## config.mk

```make
export PLATFORM = sky130hd
export DESIGN_NAME = gpio_cfg_lock
export DESIGN_NICKNAME = d
export VERILOG_FILES = /design/src/rtl/gpio_lock_pkg.sv /design/src/rtl/lock_seq_ctrl.sv /design/src/rtl/port_cfg_datapath.sv /design/src/rtl/gpio_cfg_lock.sv
export SDC_FILE = /design/constraint.sdc
export NUM_CORES = 1
export LEC_CHECK = 0
export BUFFER_PORTS_ARGS = -buffer_cell sky130_fd_sc_hd__buf_2
export CORE_MARGIN = 10
export CORE_UTILIZATION = 56
export CTS_CLUSTER_SIZE = 40
export DETAILED_ROUTE_END_ITERATION = 10
export HOLD_SLACK_MARGIN = 0.03
export PLACE_DENSITY = 0.8
export SYNTH_ARGS = -nofsm -noshare
export SYNTH_HDL_FRONTEND = slang
export SYNTH_SLANG_ARGS = --single-unit
```

## constraint.sdc

```tcl
create_clock -name clk -period 2.47 [get_ports clk]
set_input_delay 0.3705 -clock clk [delete_from_list [all_inputs] [get_ports clk]]
set_output_delay 0.3705 -clock clk [all_outputs]
set_load 0.02 [all_outputs]
```

## src/rtl/gpio_lock_pkg.sv

```systemverilog
package gpio_lock_pkg;

  // strobes from the sequence tracker to the register datapath
  typedef struct packed {
    logic [3:0] maskByteWr;  // write enable per byte of the lock mask
    logic       keySet;      // sequence completed on this write
  } lockStrobes_t;

  typedef enum logic [1:0] {
    SEQ_IDLE,   // no attempt in progress
    SEQ_ONE,    // key=1 step accepted
    SEQ_ZERO,   // key=1 then key=0 accepted
    SEQ_DONE    // locked until reset
  } seqState_t;

endpackage

```

## src/rtl/lock_seq_ctrl.sv

```systemverilog
module lock_seq_ctrl
  import gpio_lock_pkg::*;
#(
  parameter int NUM_PINS = 16
) (
  input  logic                clk,
  input  logic                rstN,
  input  logic                lockWr,
  input  logic [3:0]          wrBe,
  input  logic                wrKey,
  input  logic [NUM_PINS-1:0] wrMask,
  input  logic [NUM_PINS-1:0] curMask,
  output lockStrobes_t        strobes
);

  seqState_t state, stateNext;
  logic      fullWord;
  logic      sameMask;
  logic      restart;

  assign fullWord = (wrBe == 4'hF);
  assign sameMask = (wrMask == curMask);
  // a full key=1 write always qualifies as a first step
  assign restart  = fullWord && wrKey;

  always_comb begin
    stateNext = state;
    if (lockWr) begin
      unique case (state)
        SEQ_IDLE: if (restart) stateNext = SEQ_ONE;
        SEQ_ONE: begin
          if (fullWord && !wrKey && sameMask) stateNext = SEQ_ZERO;
          else if (restart)                   stateNext = SEQ_ONE;
          else                                stateNext = SEQ_IDLE;
        end
        SEQ_ZERO: begin
          if (restart && sameMask) stateNext = SEQ_DONE;
          else if (restart)        stateNext = SEQ_ONE;
          else                     stateNext = SEQ_IDLE;
        end
        SEQ_DONE: stateNext = SEQ_DONE;
        default:  stateNext = SEQ_IDLE;
      endcase
    end
  end

  always_ff @(posedge clk or negedge rstN) begin
    if (!rstN) state <= SEQ_IDLE;
    else       state <= stateNext;
  end

  always_comb begin
    strobes            = '0;
    strobes.maskByteWr = (lockWr && state != SEQ_DONE) ? wrBe : 4'h0;
    strobes.keySet     = lockWr && state == SEQ_ZERO && stateNext == SEQ_DONE;
  end

endmodule

```

## src/rtl/port_cfg_datapath.sv

```systemverilog
module port_cfg_datapath
  import gpio_lock_pkg::*;
#(
  parameter int NUM_PINS  = 16,
  parameter int MODE_BITS = 2,
  parameter int AF_BITS   = 4,
  parameter int ADDR_W    = 6,
  parameter int MODE_OFS  = 'h00,
  parameter int LOCK_OFS  = 'h1C,
  parameter int AF_OFS    = 'h20
) (
  input  logic                          clk,
  input  logic                          rstN,
  input  logic                          wrEn,
  input  logic                          rdEn,
  input  logic [ADDR_W-1:0]             addr,
  input  logic [31:0]                   wdata,
  input  logic [3:0]                    be,
  input  lockStrobes_t                  strobes,
  output logic [31:0]                   rdata,
  output logic [NUM_PINS-1:0]           freeze,
  output logic                          keyBit,
  output logic [NUM_PINS-1:0]           maskQ,
  output logic [NUM_PINS*MODE_BITS-1:0] modeQ
);

  localparam int MODE_W     = NUM_PINS * MODE_BITS;
  localparam int AF_W       = NUM_PINS * AF_BITS;
  localparam int MODE_WORDS = (MODE_W + 31) / 32;
  localparam int AF_WORDS   = (AF_W + 31) / 32;
  localparam int MODE_SPAN  = MODE_WORDS * 32;
  localparam int AF_SPAN    = AF_WORDS * 32;

  logic [AF_W-1:0]      afQ;
  logic [MODE_SPAN-1:0] modePad;
  logic [AF_SPAN-1:0]   afPad;

  // lock mask, written per byte while the tracker allows it
  always_ff @(posedge clk or negedge rstN) begin
    if (!rstN) begin
      maskQ <= '0;
    end else begin
      for (int i = 0; i < NUM_PINS; i++) begin
        if (strobes.maskByteWr[i/8]) maskQ[i] <= wdata[i];
      end
    end
  end

  always_ff @(posedge clk or negedge rstN) begin
    if (!rstN)               keyBit <= 1'b0;
    else if (strobes.keySet) keyBit <= 1'b1;
  end

  assign freeze = keyBit ? maskQ : '0;

  // per-pin mode fields
  for (genvar p = 0; p < NUM_PINS; p++) begin : g_mode
    localparam int LO   = p * MODE_BITS;
    localparam int WORD = LO / 32;
    localparam int BIT  = LO % 32;
    logic                 hit;
    logic [MODE_BITS-1:0] fieldQ;
    assign hit = wrEn && (addr == ADDR_W'(MODE_OFS + 4 * WORD))
                 && be[BIT/8] && !freeze[p];
    always_ff @(posedge clk or negedge rstN) begin
      if (!rstN)    fieldQ <= '0;
      else if (hit) fieldQ <= wdata[BIT +: MODE_BITS];
    end
    assign modeQ[LO +: MODE_BITS] = fieldQ;
  end

  // per-pin alternate-function fields
  for (genvar p = 0; p < NUM_PINS; p++) begin : g_af
    localparam int LO   = p * AF_BITS;
    localparam int WORD = LO / 32;
    localparam int BIT  = LO % 32;
    logic               hit;
    logic [AF_BITS-1:0] fieldQ;
    assign hit = wrEn && (addr == ADDR_W'(AF_OFS + 4 * WORD))
                 && be[BIT/8] && !freeze[p];
    always_ff @(posedge clk or negedge rstN) begin
      if (!rstN)    fieldQ <= '0;
      else if (hit) fieldQ <= wdata[BIT +: AF_BITS];
    end
    assign afQ[LO +: AF_BITS] = fieldQ;
  end

  assign modePad = MODE_SPAN'(modeQ);
  assign afPad   = AF_SPAN'(afQ);

  always_comb begin
    rdata = '0;
    if (rdEn) begin
      for (int w = 0; w < MODE_WORDS; w++) begin
        if (addr == ADDR_W'(MODE_OFS + 4 * w)) rdata = modePad[w*32 +: 32];
      end
      for (int w = 0; w < AF_WORDS; w++) begin
        if (addr == ADDR_W'(AF_OFS + 4 * w)) rdata = afPad[w*32 +: 32];
      end
      if (addr == ADDR_W'(LOCK_OFS)) rdata = 32'({keyBit, maskQ});
    end
  end

endmodule

```

## src/rtl/gpio_cfg_lock.sv

```systemverilog
module gpio_cfg_lock
  import gpio_lock_pkg::*;
#(
  parameter int NUM_PINS  = 16,
  parameter int MODE_BITS = 2,
  parameter int AF_BITS   = 4,
  parameter int ADDR_W    = 6,
  parameter int MODE_OFS  = 'h00,
  parameter int LOCK_OFS  = 'h1C,
  parameter int AF_OFS    = 'h20
) (
  input  logic                clk,
  input  logic                rstN,
  input  logic [ADDR_W-1:0]   busAddr,
  input  logic [31:0]         busWdata,
  input  logic [3:0]          busBe,
  input  logic                busWr,
  input  logic                busRd,
  output logic [31:0]         busRdata,
  output logic [NUM_PINS-1:0] pinFreeze
);

  localparam int KEY_POS = NUM_PINS;

  lockStrobes_t                  strobes;
  logic                          lockWr;
  logic                          keyBit;
  logic [NUM_PINS-1:0]           maskQ;
  logic [NUM_PINS*MODE_BITS-1:0] modeQ;

  assign lockWr = busWr && (busAddr == ADDR_W'(LOCK_OFS));

  lock_seq_ctrl #(
    .NUM_PINS(NUM_PINS)
  ) u_ctrl (
    .clk     (clk),
    .rstN    (rstN),
    .lockWr  (lockWr),
    .wrBe    (busBe),
    .wrKey   (busWdata[KEY_POS]),
    .wrMask  (busWdata[NUM_PINS-1:0]),
    .curMask (maskQ),
    .strobes (strobes)
  );

  port_cfg_datapath #(
    .NUM_PINS (NUM_PINS),
    .MODE_BITS(MODE_BITS),
    .AF_BITS  (AF_BITS),
    .ADDR_W   (ADDR_W),
    .MODE_OFS (MODE_OFS),
    .LOCK_OFS (LOCK_OFS),
    .AF_OFS   (AF_OFS)
  ) u_dp (
    .clk    (clk),
    .rstN   (rstN),
    .wrEn   (busWr),
    .rdEn   (busRd),
    .addr   (busAddr),
    .wdata  (busWdata),
    .be     (busBe),
    .strobes(strobes),
    .rdata  (busRdata),
    .freeze (pinFreeze),
    .keyBit (keyBit),
    .maskQ  (maskQ),
    .modeQ  (modeQ)
  );

endmodule

```

; After elaboration in Yosys (flattened, before gate mapping)
; Index checks and enable logic that the tools add are counted.
[op_classes]
mux = 13
eq_ne = 10
n_reduce_logical = 74
[op_table]
columns = cell, n
row1 = $mux W32, 5
row2 = $logic_and A1 B1 Y1, 55
row3 = $logic_not A1 Y1, 17
row4 = $eq A16 B16 Y1, 1
row5 = $mux W16, 1
row6 = $eq A6 B6 Y1 const B, 2
row7 = $mux W2, 5
row8 = $pmux W2 S4, 1
row9 = $eq A2 B2 Y1 const B, 3
row10 = $eq A6 B5 Y1 const B, 1
row11 = $logic_not A6 Y1, 1
row12 = $eq A4 B4 Y1 const B, 1
row13 = $eq A2 B1 Y1 const B, 1
row14 = $logic_not A2 Y1, 1
row15 = $ne A2 B2 Y1 const B, 1
row16 = $mux W1, 1
[totals]
out_inout_bits = 48
word_cells = 133
input_bits = 46
ff_bits = 115

; Longest topological paths before layout
[depth]
depth_word = 8
depth_mapped = 6
mapped_depth_nobuf = 5

; Modules after synthesis
; From an unflattened synthesis, not the netlist that was laid out.
[unflattened]
hier_cells = 520
area_unflattened_um2 = 6212.2
[modules_own_cells]
columns = mod, area_per_inst_um2, cells_per_inst, seq_area_each_um2, instances
row1 = port_cfg_datapath, 5864.4, 478, 2827.7, 1
row2 = lock_seq_ctrl, 329.1, 40, 50.0, 1
row3 = gpio_cfg_lock, 18.8, 2, 0.0, 1

; Worst setup path before layout
; OpenSTA, ideal clock, no wires.
[synth_path]
path_type = input to output
from = input port busAddr[4]
to = output port busRdata[10]
path_buffers = 1
path_slack_ps = 108
arrival_time_ps = 1991
t_required_ps = 2099
stages = 5
path_cell_list = or4b_4 > nor3b_2 > clkbuf_1 > a222oi_1 > a21oi_1
[synth_via]
elab_chain_cells = 6
elab_cells_between_ends = 9
classes_between = eq/ne (3) / mux (5) / reduce/logical (1)
[synth_rtl]
columns = element, line_no
row1 = "start, declared", gpio_cfg_lock.sv:14  ; input logic [ADDR_W-1:0] busAddr,
row2 = $logic_not A6 Y1, port_cfg_datapath.sv:95  ; if (addr == ADDR_W'(MODE_OFS + 4 * w)) rdata = modePad[w*32 +: 32];
row3 = $mux W32, port_cfg_datapath.sv:95
row4 = $mux W32 (2 in series), port_cfg_datapath.sv:98  ; if (addr == ADDR_W'(AF_OFS + 4 * w)) rdata = afPad[w*32 +: 32];
row5 = $mux W32 *, port_cfg_datapath.sv:100  ; if (addr == ADDR_W'(LOCK_OFS)) rdata = 32'({keyBit, maskQ});
row6 = $mux W32 *, port_cfg_datapath.sv:93  ; if (rdEn) begin
row7 = "end, declared", gpio_cfg_lock.sv:19  ; output logic [31:0] busRdata,
; Mark *: on every way between the ends. The rest lies on a longest branch, timed or not.

; Final worst setup path
[layout_path]
from = input port busAddr[0]
to = output port busRdata[3]
; The elaborated chain is that of the path after synthesis.

==> results.yml <==
status:
  outcome: "finished with violations"
  violations: "setup timing"
global_route:
  grt_pass1_vias: 4709
  antenna_found_initial: 0
  grtUsageTotal_pct: 21.6
  grt_pass1_wl_um: 24900
  grt_max_degree: 60
  grt_overflow_total: 0
route:
  firstDrtPassIters: 6
  wire_per_inst_um: 22.5
  drt-total-wl_um: 15700
  drt_iter0_drc: 574
  drc: 0
  dr_total_vias: 4353
  postRouteAntennaNets: 0
  viasPerCell: 6.23
cts:
  h-tree-depth: 4
  clock-sinks: 115
  clock_latency_ns: 0.52
  cts.clk_slew.worst_paths_ns: 0.06
  cts_buffer_depth: 2
  cts_tree: "yes"
  numCtsBuffers: 17
  cts_root_buffer: "clkbuf_8"
logic_synthesis:
  synth_edf_count: 0
  synth_top_area_share_pct: 52.2
  synth_nets: 485
  yosysTopAreaCell: "dfrtp_1"
  async_flop_share_pct: 100
  yosys_warnings: 0
  ys_ff_latch: 115
  synth_cell_types: 28
  synth_area_leaders: "dfrtp_1 (52%), mux2_2 (17%), a222oi_1 (5.8%), mux2_1 (5.7%), nand4_4 (2.7%)"
  syn_inst: 439
  avgSynthCellArea_sq_um: 12.5
  syn_area_sq_um: 5510
  synth_ff_type: "dfrtp_1"
  ys_seq_area_share_pct: 52.2
floorplanning:
  die_area_sq_um: 14200
  dieHeight_um: 119
  row_count: 36
  die-width_um: 119
  io_pins: 94
  start_util_pct: 56.9
  coreArea_sq_um: 9680
placement:
  place_area_sq_um: 6210
  pre_cts_ws_ns: -0.0148
  port_buffers: 93
  place.gp.congestion: 0.850
  dp.final_hpwl_um: 10400
pwr:
  p_leak_nw: 3.60
  ir_drop_mv: 0.500
  power-per-cell-area_nw_per_um2: 721
finish:
  layout_commonest_cell: "dfrtp_1"
  fill_cells: 642
  n_antenna_cell: 0
  finish.instance_area_sq_um: 7000
  layout_common_cells: "dfrtp_1 (115), mux2_2 (84), buf_2 (78)"
  fin_nets: 599
  layout-drive-gt1-share_pct: 42.8
  syn2layout_area_growth_pct: 27.1
sta:
  skew_ns: 0.00979
  maxSlewHeadroom_pct: 61.5
  whs_ns: 0.0918
  setup_violations: 1
  fin_ws_ns: -0.0577
  hold_viol: 0
  min_period_ns: 2.53
  fmax_ghz: 0.396
  finalMaxSlewViolations: 0
  tightestPinTransition_ns: 0.578
  period_share_pct: 102
setup_path:
  cp.required_ns: 2.10
  cp_max_fo: 6
  cp-end-kind: "primary output"
  arrival_ns: 2.16
  r2r_slack_ns: 0.62
  r2r_end: "u_dp.g_af[5].fieldQ[2]$_DFFE_PN0P_"
  rr_startpoint: "u_dp.keyBit$_DFFE_PN0P_"
  crit_type: "in2out"
  critPathLaunchType: "input pin"
  reg2regPathDepth: 3
worst_hold_path:
  whs_endpoint: "u_dp.g_af[15].fieldQ[1]$_DFFE_PN0P_"
  holdCritPathClass: "in2reg"
  hold_depth: 2
  hold_start: "busWdata[29]"
flow_run:
  maxCapViolations: 0
[logic make-up after synthesis]
group	share of synthesized area, %
flops	52.2
mux	22.9
simple gates	10.0
compound gates	9.52
buf+inv	2.77
xor+xnor	2.54
[flip-flops by register name (all words and copies together) (netlist names)]
name and flops:
u_dp.g_af.fieldQ 64, u_dp.g_mode.fieldQ 32, u_dp.maskQ 16, u_ctrl.state 2, u_dp.keyBit 1
[critical path, stage by stage]
cell,delay (ns)
buf_6,0.09
or4b_4,0.57
nor3b_4,0.29
buf_6,0.17
buf_4,0.17
a222oi_1,0.13
a21oi_1,0.20
buf_4,0.17
[metal layers]
layer	GRT usage (%)	routed length (um)	up-vias
li1	-	-	1891
met1	26.0	6210	2182
met2	35.7	7750	243
met3	6.71	1440	37
met4	7.86	297	0
met5	0	0	-
[timing repair]
item,in CTS,in global routing
hold buffers,1,0
buffers inserted,0,7
setup endpoints to repair,0,8
gates resized for setup,0,19
endpoints found under the hold margin,29,0
[power breakdown]
part           internal (W)  leakage, nW  switching [W]
sequential          0.00203         1.57      0.0000974
clock               0.00169        0.301       0.000868
combinational      0.000172         1.73       0.000189
total               0.00390         3.60        0.00115
[worst max-delay path by stage]
| stage | startpoint | endpoint | slack, ns | cells past startpoint |
|---|---|---|---|---|
| after floorplan | busAddr[4] | busRdata[10] | 0.11 | 5 |
| after global placement | busAddr[4] | u_dp.g_af[8].fieldQ[2]$_DFFE_PN0P_ | 0.04 | 7 |
| after detailed placement | busAddr[4] | busRdata[14] | -0.01 | 7 |
| after CTS | busAddr[4] | busRdata[8] | 0.001 | 7 |
| after global routing | busAddr[0] | busRdata[3] | -0.11 | 8 |
| final | busAddr[0] | busRdata[3] | -0.06 | 8 |
[Yosys cell counts, types with 2 or more instances]
library cell and number:
nand4_1 11, a21oi_1 18, nor2_1 17, nor4_1 4, mux2_2 84, and3_1 4, xor2_1 16, nand4_4 7
inv_1 17, clkbuf_1 14, mux2_1 28, dfrtp_1 115, a222oi_1 32, buf_2 5, o21ai_0 19, nand3_1 2
nand2_1 34, nor3_1 2
[per-stage QoR]
stage          power, W  utilization [%]  TNS [ns]  cells
6_report        0.00505             72.3   -0.0577    699
5_1_grt         0.00523             72.3    -0.621    699
4_1_cts         0.00507             70.7         0    689
3_5_place_dp    0.00251             64.1   -0.0148    656
3_3_place_gp    0.00248             64.1         0    656
2_1_floorplan   0.00231                -         0    439
[final cells by class]
cell class                      count  area, sq um  share of cell area (%)
Timing Repair Buffer              115          771                    11.0
Clock buffer                       20          445                    6.36
Multi-Input combinational cell    287         2500                    35.7
Sequential cell                   115         2880                    41.1
Inverter                           17         63.8                   0.911
Tap cell                          133          166                    2.38
Clock inverter                     12          180                    2.57
Power figures use the tool's default switching activity.
